--- config.mk ---
export PLATFORM = sky130hd
export DESIGN_NAME = rwx_unit
export DESIGN_NICKNAME = d
export VERILOG_FILES = /design/src/rtl/rwx_pkg.sv /design/src/rtl/rwx_width_check.sv /design/src/rtl/rwx_merge.sv /design/src/rtl/rwx_out_stage.sv /design/src/rtl/rwx_unit.sv
export SDC_FILE = /design/constraint.sdc
export NUM_CORES = 1
export LEC_CHECK = 0
export ABC_AREA = 1
export BUFFER_PORTS_ARGS = -buffer_cell sky130_fd_sc_hd__buf_2
export CORE_ASPECT_RATIO = 2
export CORE_MARGIN = 2
export CORE_UTILIZATION = 44
export CTS_BUF_LIST = sky130_fd_sc_hd__clkbuf_4
export CTS_CLUSTER_DIAMETER = 200
export DETAILED_ROUTE_END_ITERATION = 10
export HOLD_SLACK_MARGIN = 0.06
export PLACE_DENSITY = 0.83
export SYNTH_ARGS = -nofsm -noshare
export SYNTH_HDL_FRONTEND = slang
export SYNTH_SLANG_ARGS = --single-unit
--- constraint.sdc ---
create_clock -name clk -period 0.8 [get_ports clk]
set_input_delay 0.04 -clock clk [delete_from_list [all_inputs] [get_ports clk]]
set_output_delay 0.04 -clock clk [all_outputs]
set_load 0.02 [all_outputs]
--- src/rtl/rwx_pkg.sv ---
package rwx_pkg;

    localparam int MAX_W = 64;

    typedef enum logic [1:0] {
        SZ_8  = 2'b00,
        SZ_16 = 2'b01,
        SZ_32 = 2'b10,
        SZ_64 = 2'b11
    } size_e;

    typedef enum logic [1:0] {
        EXT_ZERO = 2'b00,
        EXT_KEEP = 2'b01,
        EXT_SIGN = 2'b10,
        EXT_ONES = 2'b11
    } ext_e;

    // Operand width in bits for a size code.
    function automatic logic [31:0] size_bits(input logic [1:0] code);
        return 32'd8 << code;
    endfunction

    // Mask covering the operand bits for a size code.
    function automatic logic [MAX_W-1:0] lane_mask(input logic [1:0] code);
        unique case (size_e'(code))
            SZ_8:    return 64'h0000_0000_0000_00FF;
            SZ_16:   return 64'h0000_0000_0000_FFFF;
            SZ_32:   return 64'h0000_0000_FFFF_FFFF;
            default: return '1;
        endcase
    endfunction

endpackage

--- src/rtl/rwx_width_check.sv ---
module rwx_width_check
    import rwx_pkg::*;
#(
    parameter int REG_W = 64
) (
    input  logic       wr_req,
    input  logic [1:0] size_code,
    output logic       wr_en,
    output logic       wide_abort
);

    logic too_wide;

    always_comb begin
        too_wide   = size_bits(size_code) > 32'(REG_W);
        wide_abort = wr_req && too_wide;
        wr_en      = wr_req && !too_wide;
    end

endmodule

--- src/rtl/rwx_merge.sv ---
module rwx_merge
    import rwx_pkg::*;
#(
    parameter int REG_W = 64
) (
    input  logic [MAX_W-1:0] operand,
    input  logic [REG_W-1:0] reg_cur,
    input  logic [1:0]       size_code,
    input  logic [1:0]       ext_mode,
    output logic [REG_W-1:0] data
);

    logic [31:0]      width_bits;
    logic             top_bit;
    logic [REG_W-1:0] fill_v;

    always_comb begin
        width_bits = size_bits(size_code);
        unique case (size_e'(size_code))
            SZ_8:    top_bit = operand[7];
            SZ_16:   top_bit = operand[15];
            SZ_32:   top_bit = operand[31];
            default: top_bit = operand[63];
        endcase
        unique case (ext_e'(ext_mode))
            EXT_ZERO: fill_v = '0;
            EXT_KEEP: fill_v = reg_cur;
            EXT_SIGN: fill_v = {REG_W{top_bit}};
            default:  fill_v = '1;
        endcase
    end

    for (genvar i = 0; i < REG_W; i++) begin : g_bit
        assign data[i] = (32'(i) < width_bits) ? operand[i] : fill_v[i];
    end

endmodule

--- src/rtl/rwx_out_stage.sv ---
module rwx_out_stage #(
    parameter int REG_W   = 64,
    parameter bit REG_OUT = 1'b1
) (
    input  logic             clk,
    input  logic             rst_n,
    input  logic             en_in,
    input  logic             abort_in,
    input  logic [REG_W-1:0] data_in,
    output logic             en_out,
    output logic             abort_out,
    output logic [REG_W-1:0] data_out
);

    if (REG_OUT) begin : g_reg
        always_ff @(posedge clk or negedge rst_n) begin
            if (!rst_n) begin
                en_out    <= 1'b0;
                abort_out <= 1'b0;
                data_out  <= '0;
            end else begin
                en_out    <= en_in;
                abort_out <= abort_in;
                data_out  <= data_in;
            end
        end
    end else begin : g_pass
        assign en_out    = en_in;
        assign abort_out = abort_in;
        assign data_out  = data_in;
    end

endmodule

--- src/rtl/rwx_unit.sv ---
module rwx_unit
    import rwx_pkg::*;
#(
    parameter int REG_W   = 64,
    parameter bit REG_OUT = 1'b1
) (
    input  logic             clk,
    input  logic             rst_n,
    input  logic             wr_req,
    input  logic [1:0]       size_code,
    input  logic [1:0]       ext_mode,
    input  logic [63:0]      operand,
    input  logic [REG_W-1:0] reg_cur,
    output logic             wr_en,
    output logic [REG_W-1:0] wr_data,
    output logic             wide_abort
);

    logic             en_c;
    logic             abort_c;
    logic [REG_W-1:0] data_c;

    rwx_width_check #(.REG_W(REG_W)) chk_i (
        .wr_req     (wr_req),
        .size_code  (size_code),
        .wr_en      (en_c),
        .wide_abort (abort_c)
    );

    rwx_merge #(.REG_W(REG_W)) merge_i (
        .operand   (operand),
        .reg_cur   (reg_cur),
        .size_code (size_code),
        .ext_mode  (ext_mode),
        .data      (data_c)
    );

    rwx_out_stage #(.REG_W(REG_W), .REG_OUT(REG_OUT)) stage_i (
        .clk       (clk),
        .rst_n     (rst_n),
        .en_in     (en_c),
        .abort_in  (abort_c),
        .data_in   (data_c),
        .en_out    (wr_en),
        .abort_out (wide_abort),
        .data_out  (wr_data)
    );

    logic [REG_W-1:0] low_m;
    assign low_m = lane_mask(size_code)[REG_W-1:0];

    a_r7_abort_blocks_write: assert property (@(posedge clk) disable iff (!rst_n)
        wide_abort |-> !wr_en);

    a_r8_idle_quiet: assert property (@(posedge clk) disable iff (!rst_n)
        !wr_req |-> (!en_c && !abort_c));

    a_r1_low_bits: assert property (@(posedge clk) disable iff (!rst_n)
        en_c |-> (((data_c ^ operand[REG_W-1:0]) & low_m) == '0));

    a_r2_zero_upper: assert property (@(posedge clk) disable iff (!rst_n)
        (en_c && ext_mode == 2'b00) |-> ((data_c & ~low_m) == '0));

    a_r3_keep_upper: assert property (@(posedge clk) disable iff (!rst_n)
        (en_c && ext_mode == 2'b01) |-> (((data_c ^ reg_cur) & ~low_m) == '0));

    a_r5_ones_upper: assert property (@(posedge clk) disable iff (!rst_n)
        (en_c && ext_mode == 2'b11) |-> ((data_c | low_m) == '1));

    if (REG_OUT) begin : g_a_reg
        a_r9_one_cycle: assert property (@(posedge clk) disable iff (!rst_n)
            $past(rst_n) |-> (wr_data == $past(data_c) && wr_en == $past(en_c)));
    end

endmodule

==> results of run 1 <==
what timing repair did:
| item | CTS | global route |
|---|---|---|
| buffers inserted | 0 | 1 |
| cloned | 0 | 4 |
| endpoints found under the hold margin | 131 | 6 |
| pin swaps | 0 | 25 |
| gates resized for setup | 132 | 48 |
| setup endpoints to repair | 66 | 122 |
synthesized netlist by cell type, types with 2 or more instances:
library cell / count / share of area
buf_2: 9 / 0.015
dfrtp_1: 66 / 0.53
o21ai_0: 2 / 0.0032
a21oi_1: 34 / 0.055
clkbuf_1: 19 / 0.023
nand2_1: 14 / 0.017
inv_1: 4 / 0.0048
nor2_1: 216 / 0.26
a21oi_2: 20 / 0.056
buf_6: 5 / 0.018
inv_2: 2 / 0.0024
kinds of logic after synthesis:
family          after synthesis  share of synthesized area
simple gates                233                      0.285
compound gates               56                      0.115
buf+inv                      41                     0.0666
other cells                   1                    0.00121
flops                        66                      0.532
layer usage:
metal  GRT usage  routed length (um)  share of wire
met1       0.393                5900           0.30
met3      0.0898                1880          0.097
met5           0                   0              0
met4       0.329                1910          0.098
met2       0.736                9830           0.50
through the flow:
| step | worst slack (ns) | instance area [um^2] | power [mW] | setup TNS (ns) | util |
|---|---|---|---|---|---|
| 5_1_grt | -0.322 | 6470 | 11.2 | -17.34 | 0.940 |
| 3_3_place_gp | -0.326 | 4350 | 5.88 | -16.62 | 0.631 |
| 2_1_floorplan | -0.0728 | 3160 | 4.97 | -2.80 | - |
| 6_report | -0.313 | 6480 | 11.0 | -14.73 | 0.941 |
| 3_5_place_dp | -0.372 | 4350 | 5.94 | -17.51 | 0.631 |
| 4_1_cts | -0.237 | 6220 | 10.3 | -13.78 | 0.904 |
worst paths after layout:
path                                     start                    to  slack (ns)  cells past startpoint
max                        stage_i.data_out[5]            wr_data[5]       -0.31                      1
min                                      rst_n  stage_i.data_out[22]        0.02                      2
max in group asynchronous                rst_n  stage_i.data_out[56]        0.29                      3
min in group clk                  size_code[1]   stage_i.data_out[9]        0.17                      5
state kept, by name, summed over array words and instances, names as in the netlist:
name	count
stage_i.abort_out	1
stage_i.data_out	64
stage_i.en_out	1
where the power goes:
| part | switching (mW) | internal (mW) |
|---|---|---|
| registers | 0.202 | 3.64 |
| logic | 1.79 | 1.72 |
| clock network | 1.39 | 2.21 |
layout make-up:
type | count | area share
antenna | 7 | 0.00270
clock buffer | 9 | 0.0104
clock inverter | 7 | 0.0255
inverter | 6 | 0.00386
multi-input combinational | 290 | 0.221
sequential | 66 | 0.255
tap | 90 | 0.0174
timing repair buffer | 338 | 0.464
==> results.json, run 1 <==
{
  "layout_min_cycle_time_ns": 1.11,
  "ys_warn_count": 0,
  "synth_cells": 397,
  "cts-htree-levels": 3,
  "path_clk_slew_ns": 0.16,
  "ys_seq_area_frac": 0.532,
  "path_class": "register to output port",
  "grt_usage": 0.410,
  "cts-hold-fix-buffers": 123,
  "cts_made_buffers": 9,
  "grt_pass1_vias": 4631,
  "routed_wl_um": 19500,
  "critPathLaunchType": "register",
  "core_area_um2": 6890,
  "syn_area_per_cell_um2": 7.81,
  "synth_edf_count": 0,
  "crit_arrival_ns": 1.07,
  "avgRoutedWirePerCell_um": 24.0,
  "drt_iter0_drc": 606,
  "start_util": 0.450,
  "die_area_um2": 7780,
  "ir_worst_vdd_v": 0.00189,
  "num_vias": 4728,
  "gp_congestion": 0.817,
  "synthArstFlopShare": 1.00,
  "overflow": 0,
  "path_cells": "buf_6",
  "drtPass1Iterations": 8,
  "drc": 0,
  "critPathMaxFanout": 1,
  "cp.required_ns": 0.76,
  "netlist_area_um2": 3100,
  "final_common_cell": "nor2_1",
  "max_cap_violations": 0,
  "worst_setup_path_end_kind": "output port",
  "setup-violations-final": 99,
  "die-height_um": 123,
  "cts.sinks": 66,
  "fill_cells": 216,
  "syn_nets": 532,
  "area_delta_synth_final_pct": 109,
  "violations": "setup timing",
  "power.density_nw_per_um2": 1690,
  "cp_num_buf_inv": 1,
  "rows": 43,
  "ys.flop_type": "dfrtp_1",
  "period_share": 1.39,
  "ys_ff_latch": 66,
  "path_delay_family": "flip-flops",
  "drive_above_1_share": 0.416,
  "routed_via_density": 5.82,
  "grt_max_degree": 43,
  "die_x_um": 63.4,
  "p_leak_nw": 3.10,
  "drv_slew": 0,
  "synth_cell_type_count": 17,
  "final_cell_mix": "190 x nor2_1, 121 x dlygate4sd3_1, 120 x buf_2",
  "hold_ws_ns": 0.0200,
  "layout.cells.non_filler": 813,
  "fmax_ghz": 0.899,
  "seqCellArea_um2": 1650,
  "final-hold-violation-count": 0,
  "antenna_found_initial": 5,
  "placedCellCount": 667,
  "fin_nets": 846,
  "run_status": "finished, violations left",
  "ant_nets": 0,
  "cts_tree": "yes",
  "port_buffers": 192,
  "worst_path_max_delay_cell": "dfrtp_1",
  "slowest_delay_ns": 0.46,
  "dp_hpwl_um": 7120,
  "grt_pass1_wl_um": 23700,
  "clock_path_buffers": 2,
  "rsz0062_at_grt": "yes",
  "root_buffer": "clkbuf_4",
  "io_pins": 201,
  "hp-class": "primary input to asynchronous set/reset pin",
  "multi_input_area_um2": 1430,
  "setup_ws_ns": -0.313
}
Power figures use the tool's default switching activity.
==> inputs of run 2 (changes only) <==
Settings changed: PLACE_DENSITY 0.83 to 0.95.
==> run 2 against run 1 <==
Effect of this change: the flow still finishes with violations (setup timing); fmax rose by 3.9%; core utilization fell by 4.1 points; sequential power barely moved; cell count fell by 0.12%; setup slack improved by 0.042 ns; clock-buffer cell count rose by 1; sequential cell count did not move; first-iteration DRC count fell by 34%; critical path type unchanged; critical endpoint is now wr_data[17]; largest cell class unchanged.
==> results.json, run 2 (same netlist as run 1, synthesis figures left out) <==
{
  "clock_path_buffers": 2,
  "io_pins": 201,
  "ir_worst_vdd_v": 0.00133,
  "routed_wl_um": 17300,
  "die-height_um": 123,
  "final_cell_area_um2": 6200,
  "path_class": "register to output port",
  "critPathLaunchType": "register",
  "final_util": 0.900,
  "power.density_nw_per_um2": 1520,
  "hp-class": "primary input to register",
  "worst_setup_path_end_kind": "output port",
  "cts.sinks": 66,
  "root_buffer": "clkbuf_4",
  "avgRoutedWirePerCell_um": 21.3,
  "crit_arrival_ns": 1.03,
  "drtPass1Iterations": 5,
  "drv_slew": 0,
  "violations": "setup timing",
  "worstSetupStartpoint": "stage_i.data_out[17]",
  "path_clk_slew_ns": 0.14,
  "hold_end": "stage_i.data_out[31]",
  "placedCellCount": 671,
  "run_status": "finished, violations left",
  "period_share": 1.34,
  "drive_above_1_share": 0.404,
  "final-hold-violation-count": 0,
  "final_common_cell": "nor2_1",
  "grt_usage": 0.406,
  "fin_nets": 847,
  "rsz0062_at_grt": "yes",
  "cts-htree-levels": 3,
  "cts_made_buffers": 9,
  "final_cell_mix": "196 x nor2_1, 124 x buf_2, 117 x dlygate4sd3_1",
  "finalSetupTns_ns": -14.04,
  "cp_num_buf_inv": 1,
  "layout_min_cycle_time_ns": 1.07,
  "critPathMaxFanout": 1,
  "slowest_delay_ns": 0.44,
  "cts_tree": "yes",
  "overflow": 0,
  "hold_ws_ns": 0.0918,
  "largest_register": "stage_i.data_out",
  "gp_congestion": 0.939,
  "area_delta_synth_final_pct": 99.9,
  "antenna_found_initial": 5,
  "die_area_um2": 7780,
  "grt_pass1_vias": 4742,
  "setup-violations-final": 72,
  "setup_ws_ns": -0.270,
  "num_vias": 4537,
  "cp.required_ns": 0.76,
  "worst_path_max_delay_cell": "dfrtp_1",
  "drc": 0,
  "p_leak_nw": 3.02,
  "routed_via_density": 5.59,
  "hp-start": "ext_mode[0]",
  "layout.cells.non_filler": 812,
  "ant_nets": 0,
  "drt_iter0_drc": 401,
  "min_path_cells": 6,
  "port_buffers": 192,
  "reg.largest.list": "stage_i.data_out x64, stage_i.abort_out x1, stage_i.en_out x1",
  "max_cap_violations": 0,
  "path_delay_family": "flip-flops",
  "die_x_um": 63.4,
  "largest_reg_flops": 64,
  "rows": 43,
  "dp_hpwl_um": 7280,
  "grt_max_degree": 44,
  "path_cells": "buf_6",
  "grt_pass1_wl_um": 23600,
  "start_util": 0.450,
  "fmax_ghz": 0.934,
  "core_area_um2": 6890,
  "place_area_um2": 4330
}
==> run 2: changes by cell type in the layout (fill, tap and decap cells not counted), sizes merged <==
cell	change
buf	+7
bufinv	-4
dlygate4sd3	-4
clkinv	+3
diode	-2
clkbuf	-1
==> run 2: through the flow <==
| step | setup slack (ns) | power, mW |
|---|---|---|
| floorplan | -0.0728 | 4.97 |
| global placement | -0.265 | 5.85 |
| detailed placement | -0.337 | 5.93 |
| CTS | -0.217 | 8.94 |
| global route | -0.312 | 9.77 |
| finish | -0.270 | 9.44 |
==> run 2: timing repair <==
item	4_1_cts	5_1_grt
setup endpoints to repair	66	85
cloned	0	2
pin swaps	0	12
buffers inserted	0	0
hold buffers	119	0
resized for setup	132	29
hold endpoints to repair	131	0
==> run 2: area by class of cell <==
class | instances | area (um^2)
clock buffers | 10 | 75.1
inverters | 6 | 22.5
repair buffers | 339 | 2910
diodes | 5 | 12.5
fillers | 281 | 686
multi-input cells | 290 | 1360
well taps | 90 | 113
flip-flops and latches | 66 | 1650
clock inverters | 6 | 57.6
==> run 2: worst max-delay path by stage <==
stage / depth (start not counted) / end
finish: 1 / wr_data[17]
detailed placement: 9 / stage_i.data_out[60]
global route: 1 / wr_data[8]
global placement: 9 / stage_i.data_out[61]
CTS: 1 / wr_data[32]
floorplan: 9 / stage_i.data_out[14]
==> run 2: power breakdown <==
group / internal, mW / total [mW] / switching [mW]
Combinational: 1.64 / 3.28 / 1.64
Sequential: 3.64 / 3.85 / 0.210
Clock: 0.961 / 2.31 / 1.34
==> run 2: routing by layer <==
| layer | part of all wire | GRT usage | wire [um] | up-vias |
|---|---|---|---|---|
| li1 | - | - | - | 1853 |
| met1 | 0.30 | 0.400 | 5270 | 2115 |
| met2 | 0.50 | 0.695 | 8640 | 396 |
| met3 | 0.089 | 0.0999 | 1540 | 173 |
| met4 | 0.11 | 0.357 | 1820 | 0 |
| met5 | 0 | 0 | 0 | - |
==> inputs of run 3 (changes only) <==
Settings changed: SKIP_CTS_REPAIR_TIMING set to 1.
==> run 3 against run 2 <==
Effect of this change: the flow still finishes with violations (setup timing); largest cell class unchanged; highest routed layer unchanged; cell area down 6.9%; clock power is 5% lower; critical endpoint is now wr_data[10]; sequential cell count unchanged; die area unchanged; power is 4.9% lower; sequential power about the same.
==> results.json, run 3 (same netlist as run 1, synthesis figures left out) <==
{
  "run_status": "finished, violations left",
  "violations": "setup timing",
  "hold_ws_ns": 0.0199,
  "overflow": 0,
  "grt_pass1_vias": 3377,
  "ant_nets": 0,
  "crit_arrival_ns": 0.98,
  "largest_register": "stage_i.data_out",
  "cp.required_ns": 0.76,
  "grt_max_degree": 44,
  "final_util": 0.838,
  "path_cells": "buf_6",
  "final_cell_area_um2": 5770,
  "avgRoutedWirePerCell_um": 17.5,
  "power.total_mw": 8.98,
  "hp-class": "primary input to register",
  "setup-violations-final": 67,
  "period_share": 1.28,
  "fin_nets": 817,
  "cts_made_buffers": 9,
  "rows": 43,
  "critPathMaxFanout": 1,
  "worst_setup_path_end_kind": "output port",
  "port_buffers": 192,
  "p_leak_nw": 2.85,
  "place_area_um2": 4330,
  "num_vias": 4072,
  "reg.largest.list": "stage_i.data_out x64, stage_i.abort_out x1, stage_i.en_out x1",
  "drv_slew": 0,
  "drive_above_1_share": 0.389,
  "path_class": "register to output port",
  "power.density_nw_per_um2": 1560,
  "start_util": 0.450,
  "die_x_um": 63.4,
  "largest_reg_flops": 64,
  "cts-htree-levels": 3,
  "dp_hpwl_um": 7280,
  "antenna_found_initial": 1,
  "die-height_um": 123,
  "drc": 0,
  "fill_cells": 369,
  "cts.sinks": 66,
  "grt_usage": 0.246,
  "fmax_ghz": 0.978,
  "rsz0062_at_grt": "yes",
  "grt_pass1_wl_um": 14800,
  "path_delay_family": "flip-flops",
  "seqCellArea_um2": 1650,
  "layout_min_cycle_time_ns": 1.02,
  "cp_num_buf_inv": 1,
  "setup_ws_ns": -0.222,
  "gp_congestion": 0.939,
  "clock_path_buffers": 2,
  "io_pins": 201,
  "multi_input_area_um2": 1290,
  "final_cell_mix": "216 x nor2_1, 128 x buf_2, 90 x dlygate4sd3_1",
  "slowest_delay_ns": 0.42,
  "final-hold-violation-count": 0,
  "root_buffer": "clkbuf_4",
  "core_area_um2": 6890,
  "cts_tree": "yes",
  "routed_via_density": 5.23,
  "finalSetupTns_ns": -12.47,
  "ir_worst_vdd_v": 0.00111,
  "path_clk_slew_ns": 0.12,
  "final_common_cell": "nor2_1",
  "drtPass1Iterations": 7,
  "worst_path_max_delay_cell": "dfrtp_1",
  "max_cap_violations": 0,
  "drt_iter0_drc": 263,
  "critPathLaunchType": "register",
  "die_area_um2": 7780,
  "routed_wl_um": 13600,
  "area_delta_synth_final_pct": 86.0
}
[run 3: cell types whose count changed in the layout (fill, tap and decap cells not counted), sizes merged]
cell and delta:
clkbuf -2, dlygate4sd3 -27, buf +1, dlymetal6s4s -2, diode -3
[run 3: where the power goes]
group	total, mW	internal, mW	switching, mW
sequential	3.83	3.64	0.183
combinational	2.95	1.49	1.46
clock	2.20	0.962	1.24
[run 3: final timing paths]
check	from	to	slack [ns]	cells past startpoint
max	stage_i.data_out[10]	wr_data[10]	-0.22	1
min in group asynchronous	rst_n	stage_i.data_out[23]	0.17	3
max in group asynchronous	rst_n	stage_i.data_out[52]	0.32	3
min	reg_cur[46]	stage_i.data_out[46]	0.02	5
[run 3: per-layer routing]
metal,track usage,share of wire,vias up
li1,-,-,1791
met1,0.260,0.34,1906
met2,0.439,0.54,299
met3,0.0513,0.069,76
met4,0.154,0.058,0
met5,0,0,-
[run 3: through the flow]
stage                     worst slack (ns)  cells
after CTS                           -0.226    687
final                               -0.222    779
after floorplan                    -0.0728    397
after global routing                -0.281    778
after global placement              -0.265    671
after detailed placement            -0.337    671
[run 3: layout make-up]
cell class | count | share of cell area
inverter | 6 | 0.00390
antenna | 2 | 0.000867
tap | 90 | 0.0195
clock buffer | 10 | 0.0130
timing repair buffer | 309 | 0.442
sequential | 66 | 0.286
clock inverter | 6 | 0.00997
multi-input combinational | 290 | 0.224
